`src/rtl/audio_serial_ctl.sv`:
```
module audio_serial_ctl #(
  parameter int DEPTH = 4,
  parameter int DIV_W = 10,
  parameter logic [DIV_W-1:0] DIV_RST = DIV_W'(128)
) (
  input  logic        clk,
  input  logic        rst_n,
  input  logic        reg_wr,
  input  logic        reg_rd,
  input  logic [4:0]  reg_addr,
  input  logic [31:0] reg_wdata,
  output logic [31:0] reg_rdata,
  output logic        irq,
  output logic        codec_rst,
  output logic        bclk,
  output logic        wclk,
  output logic        sdout,
  input  logic        sdin
);
  localparam int PW = $clog2(DEPTH);
  localparam int CW = $clog2(DEPTH + 1);
  localparam logic [31:0] CTRL_MASK = 32'h0003_770F;

  logic [31:0] ctrl_q;
  logic tx_err, rx_err;
  logic [DIV_W-1:0] div_q, div_cnt;
  logic [31:0] tx_mem [DEPTH];
  logic [31:0] rx_mem [DEPTH];
  logic [PW-1:0] tx_wp, tx_rp, rx_wp, rx_rp;
  logic [CW-1:0] tx_cnt, rx_cnt, tx_free, rx_free;
  logic [4:0] slot;
  logic [31:0] tsh, rsh;

  wire tick = div_cnt >= div_q;
  wire fall = tick & bclk;
  wire rise = tick & ~bclk;
  wire [4:0] slot_nx = slot + 5'd1;
  wire frame_load = fall && slot == 5'd31;
  wire tx_full = tx_cnt == CW'(DEPTH);
  wire rx_full = rx_cnt == CW'(DEPTH);
  wire tx_empty = tx_cnt == '0;
  wire rx_empty = rx_cnt == '0;

  wire wr_ctrl = reg_wr && reg_addr == 5'h00;
  wire wr_err  = reg_wr && reg_addr == 5'h08;
  wire wr_div  = reg_wr && reg_addr == 5'h0C;
  wire wr_buf  = reg_wr && reg_addr == 5'h10;
  wire rd_buf  = reg_rd && reg_addr == 5'h14;

  wire tx_pop   = frame_load && ctrl_q[0] && !tx_empty;
  wire tx_under = frame_load && ctrl_q[0] && tx_empty;
  wire tx_push  = wr_buf && !tx_full;
  wire tx_over  = wr_buf && tx_full;

  wire [31:0] rx_word = {rsh[30:0], sdin};
  wire rx_arrive = rise && slot == 5'd0 && ctrl_q[2];
  wire rx_push  = rx_arrive && !rx_full;
  wire rx_over  = rx_arrive && rx_full;
  wire rx_pop   = rd_buf && !rx_empty;
  wire rx_under = rd_buf && rx_empty;

  assign tx_free = CW'(DEPTH) - tx_cnt;
  assign rx_free = CW'(DEPTH) - rx_cnt;
  wire tx_alert = 32'(tx_free) > 32'(ctrl_q[10:8]);
  wire rx_alert = 32'(rx_free) < 32'(ctrl_q[14:12]);

  assign irq = (tx_alert & ctrl_q[1]) | (rx_alert & ctrl_q[3]);
  assign codec_rst = ctrl_q[17];

  always_ff @(posedge clk) begin
    if (!rst_n) begin
      ctrl_q <= '0;
      div_q  <= DIV_RST;
      tx_err <= 1'b0;
      rx_err <= 1'b0;
    end else begin
      if (wr_ctrl) ctrl_q <= reg_wdata & CTRL_MASK;
      if (wr_div)  div_q  <= reg_wdata[DIV_W-1:0];
      tx_err <= (tx_err & ~(wr_err & reg_wdata[0])) | tx_under | tx_over;
      rx_err <= (rx_err & ~(wr_err & reg_wdata[1])) | rx_under | rx_over;
    end
  end

  always_ff @(posedge clk) begin
    if (tx_push) tx_mem[tx_wp] <= reg_wdata;
    if (rx_push) rx_mem[rx_wp] <= rx_word;
  end

  always_ff @(posedge clk) begin
    if (!rst_n || ctrl_q[16]) begin
      tx_wp <= '0; tx_rp <= '0; tx_cnt <= '0;
      rx_wp <= '0; rx_rp <= '0; rx_cnt <= '0;
    end else begin
      if (tx_push) tx_wp <= tx_wp + PW'(1);
      if (tx_pop)  tx_rp <= tx_rp + PW'(1);
      tx_cnt <= tx_cnt + CW'(tx_push) - CW'(tx_pop);
      if (rx_push) rx_wp <= rx_wp + PW'(1);
      if (rx_pop)  rx_rp <= rx_rp + PW'(1);
      rx_cnt <= rx_cnt + CW'(rx_push) - CW'(rx_pop);
    end
  end

  always_ff @(posedge clk) begin
    if (!rst_n) begin
      div_cnt <= '0;
      bclk    <= 1'b0;
      wclk    <= 1'b1;
      slot    <= 5'd31;
      sdout   <= 1'b0;
      tsh     <= '0;
      rsh     <= '0;
    end else begin
      div_cnt <= tick ? '0 : div_cnt + DIV_W'(1);
      if (tick) bclk <= ~bclk;
      if (fall) begin
        slot  <= slot_nx;
        wclk  <= slot_nx[4];
        sdout <= tsh[31];
        if (frame_load) tsh <= tx_pop ? tx_mem[tx_rp] : '0;
        else            tsh <= {tsh[30:0], 1'b0};
      end
      if (rise) rsh <= rx_word;
    end
  end

  always_comb begin
    case (reg_addr)
      5'h00:   reg_rdata = ctrl_q;
      5'h04:   reg_rdata = {26'd0, rx_full, rx_empty, tx_full, tx_empty, rx_alert, tx_alert};
      5'h08:   reg_rdata = {30'd0, rx_err, tx_err};
      5'h0C:   reg_rdata = 32'(div_q);
      5'h14:   reg_rdata = rx_empty ? '0 : rx_mem[rx_rp];
      default: reg_rdata = '0;
    endcase
  end
endmodule

```
`config.mk`:
```
export PLATFORM = sky130hd
export DESIGN_NAME = audio_serial_ctl
export DESIGN_NICKNAME = d
export VERILOG_FILES = /design/src/rtl/audio_serial_ctl.sv
export SDC_FILE = /design/constraint.sdc
export NUM_CORES = 1
export LEC_CHECK = 0
export BUFFER_PORTS_ARGS = -buffer_cell sky130_fd_sc_hd__buf_2
export CORE_MARGIN = 10
export CORE_UTILIZATION = 55
export CTS_CLUSTER_SIZE = 28
export DETAILED_ROUTE_END_ITERATION = 7
export PLACE_DENSITY = 0.82
export SYNTH_ARGS = -nofsm -noshare
export SYNTH_HDL_FRONTEND = slang
export SYNTH_SLANG_ARGS = --single-unit
export TNS_END_PERCENT = 30
```
`constraint.sdc`:
```
create_clock -name clk -period 3.25 [get_ports clk]
set_input_delay 0.1625 -clock clk [delete_from_list [all_inputs] [get_ports clk]]
set_output_delay 0.1625 -clock clk [all_outputs]
set_load 0.01 [all_outputs]
```
==> out/qor.csv <==
metric,value,unit
min_period,3110,ps
placed_area,0.0163,sq mm
syn_nets,1119,
worst_slack,142,ps
cts_buffer_depth,3,
first_iter_violations,680,
tightest_slew,773,ps
drv_cap,0,
coreArea,0.0277,sq mm
setup_viol,0,
syn_inst,1038,
hold_viol,0,
slew_headroom,48.4,%
ant_nets,0,
start_kind,flip-flop,
syn_avg_cell_area,14.8,sq um
grt_setup_unrepaired,no,
cp_max_fo,4,
cts_tree,built,
routed_wl,33600,um
cpPeakStageDelay,410,ps
rows,61,
fill_cells,1882,
gp_congestion,0.881,
firstDrtPassIters,5,
synth_edf_count,256,
cts_htree_levels,2,
wire_per_inst,21.3,um
tns,0,ps
synth-seq-cells,378,
die_h,187,um
cp_slowest_cell,o311a_1,
drc,0,
status,completed,
required,3670,ps
p_clk_share,46.2,%
design_area,0.0179,sq mm
multiInputGateArea,0.00481,sq mm
worstPathArrival,3520,ps
cp_num_buf_inv,3,
cpLargestDelayFamily,adder cells,
p_leak,6.22,nW
synth_area,0.0154,sq mm
clock_skew,31.4,ps
grt_usage,18.9,%
ys_seq_area_share,65.9,%
peakVddDrop,0.500,mV
cts_root_buf,clkbuf_16,
clk-insertion-delay-late,540,ps
clock-sinks,378,
grt-ovfl-total,0,
switching_share,20.6,%
synth-main-ff-cell,edfxtp_1,
syn_to_final_growth,16.7,%
antenna_found_initial,2,
grt_pass1_vias,9539,
layout-drive-gt1-share,21.3,%
start_util,55.5,%
fin_crit_sh,95.6,%
crit_chain,inv_1 > ha_1 > nand4_2 > o311a_1 > a21oi_1 > ha_1 > inv_1 > ha_1 > inv_1 > fa_1 > xnor2_1 > xnor2_1 > nor2_1,
min_path_type,in2reg,
p_switching,2.04,mW
grt_pass1_wl,53000,um
portBuffers,78,
yosysWarningCount,0,
maxSlewViolCount,0,
vias_per_cell,5.81,
nets,1244,
clk_pin_slew_worst_paths,60,ps
num_vias,9138,
place_ws,217,ps
grt_start_max_net_pins,73,
fmax,322,MHz
critPathKind,reg2reg,
p_per_area,550,mW/mm^2
floorplan.die.width,187,um
io_pins,79,
share_comb_of_total_power,1.9,%
cts_setup_buffers,0,
die_area,0.0350,sq mm
synth-async-reset-ratio,0,%
p_int,7.83,mW
seqPwrFrac,51.9,%
regArea,0.0101,sq mm
hpwl,20300,um
critPathCaptureType,flip-flop,
synth_cell_type_count,50,
numCtsBuffers,39,
-- repair_timing --
action                                  CTS  global route
endpoints found under the setup margin    0             0
gates resized for setup                   0             0
endpoints found under the hold margin   154             0
hold buffers                             33             0
-- worst reg2reg max path: cells and delay by family, from the launching register on --
family | cells | cell delay (ps)
adder cells (fa/ha/maj) | 4 | 1140
AO/OA/AOI/OAI | 2 | 770
flip-flops | 1 | 360
XOR/XNOR | 2 | 310
buffers and inverters | 3 | 210
AND/OR/NAND/NOR | 2 | 210
-- cell usage in the layout, fill, tap and decap left out, types with 4 or more instances in the layout --
master / n
and2_1: 26
ha_1: 37
mux4_2: 64
clkbuf_16: 43
nand2b_1: 8
mux2i_1: 70
buf_2: 77
clkinvlp_4: 4
and3_1: 5
a22oi_1: 4
a21oi_1: 28
nand2_1: 151
clkinv_2: 11
nor2_1: 24
nand3_1: 34
dfxtp_1: 120
edfxtp_1: 256
xor2_1: 6
buf_4: 29
a222oi_1: 5
a22o_1: 41
xnor2_1: 9
and4b_1: 6
dlygate4sd3_1: 33
o211ai_1: 5
inv_1: 43
buf_12: 4
nand4_1: 4
-- Yosys cell counts (all sizes together), types with 2 or more instances --
cell | instances | area share (%)
a21oi | 29 | 1.0
nand2 | 151 | 3.7
inv | 43 | 1.0
nand3 | 34 | 1.1
a21boi | 3 | 0.17
nor2b | 3 | 0.12
a22oi | 4 | 0.20
dfxtp | 122 | 16
buf | 17 | 0.81
and3 | 5 | 0.20
and4b | 6 | 0.39
clkbuf | 42 | 1.0
fa | 2 | 0.26
nand4 | 5 | 0.24
nor3 | 2 | 0.065
a22o | 41 | 2.3
edfxtp | 256 | 50
a222oi | 5 | 0.33
mux2i | 70 | 4.6
o21ai | 3 | 0.12
nand2b | 8 | 0.33
mux2 | 3 | 0.22
xor2 | 6 | 0.34
mux4 | 64 | 9.4
xnor2 | 9 | 0.51
and2 | 26 | 1.1
ha | 37 | 3.0
o211ai | 5 | 0.24
nor2 | 25 | 0.61
-- state kept, by name (all words and copies together) (netlist names), named ones only --
| signal | cells |
|---|---|
| div_cnt | 10 |
| rx_mem | 128 |
| tsh | 32 |
| rsh | 31 |
| rx_err | 1 |
| rx_rp | 2 |
| rx_wp | 2 |
| sdout | 1 |
| tx_wp | 2 |
| ctrl_q | 12 |
| rx_cnt | 3 |
| slot | 4 |
| tx_rp | 2 |
| tx_err | 1 |
| tx_cnt | 3 |
| wclk | 1 |
| bclk | 1 |
| div_q | 10 |
| tx_mem | 128 |
-- worst paths after layout --
kind                                from         to  slack [ps]  cells after the start
worst max-delay path            div_q[8]  tx_cnt[2]         140                     13
worst min register to register    tsh[3]     tsh[3]         460                      2
worst min-delay path              reg_rd   rx_rp[1]          40                      4
worst max register to register  div_q[8]  tx_cnt[2]         140                     13
-- power groups by stage --
stage	Clock, mW	Combinational (mW)	Sequential [mW]
3_5_place_dp	0	0.153	5.22
3_3_place_gp	0	0.146	5.22
6_report	4.56	0.190	5.12
4_1_cts	4.61	0.187	5.12
5_1_grt	4.83	0.205	5.11
2_1_floorplan	0	0.0743	5.22
-- stage by stage --
| step | total power [mW] | hold slack (ps) | utilization (%) | std cells |
|---|---|---|---|---|
| floorplan | 5.29 | 261 | - | 1038 |
| global placement | 5.36 | 374 | 58.7 | 1467 |
| detailed placement | 5.37 | 377 | 58.7 | 1467 |
| CTS | 9.91 | 26.4 | 64.8 | 1572 |
| global route | 10.2 | 64.1 | 64.8 | 1573 |
| finish | 9.87 | 35.3 | 64.8 | 1574 |
-- metal layers --
layer / routed length, um / GRT usage, % / vias up
met5: 0 / 0 / -
met4: 1060 / 7.60 / 0
met3: 2040 / 3.52 / 79
met2: 17200 / 32.4 / 322
met1: 13300 / 23.1 / 4611
li1: - / - / 4126
-- final cells by class --
cell class | instances | share of cell area (%)
Sequential cell | 378 | 56.5
Multi-Input combinational cell | 558 | 26.8
Clock buffer | 48 | 6.21
Timing Repair Buffer | 143 | 5.65
Tap cell | 378 | 2.64
Clock inverter | 24 | 1.32
Inverter | 43 | 0.899
Antenna cell | 2 | 0.0279
-- kinds of logic after synthesis --
group / Yosys count / synth area share, %
compound gates: 97 / 4.87
flops: 378 / 65.9
simple gates: 270 / 8.09
xor+xnor: 15 / 0.854
fa+ha+maj: 39 / 3.27
mux: 137 / 14.2
buf+inv: 102 / 2.89
Note: power is estimated with default switching activity, not from simulation.
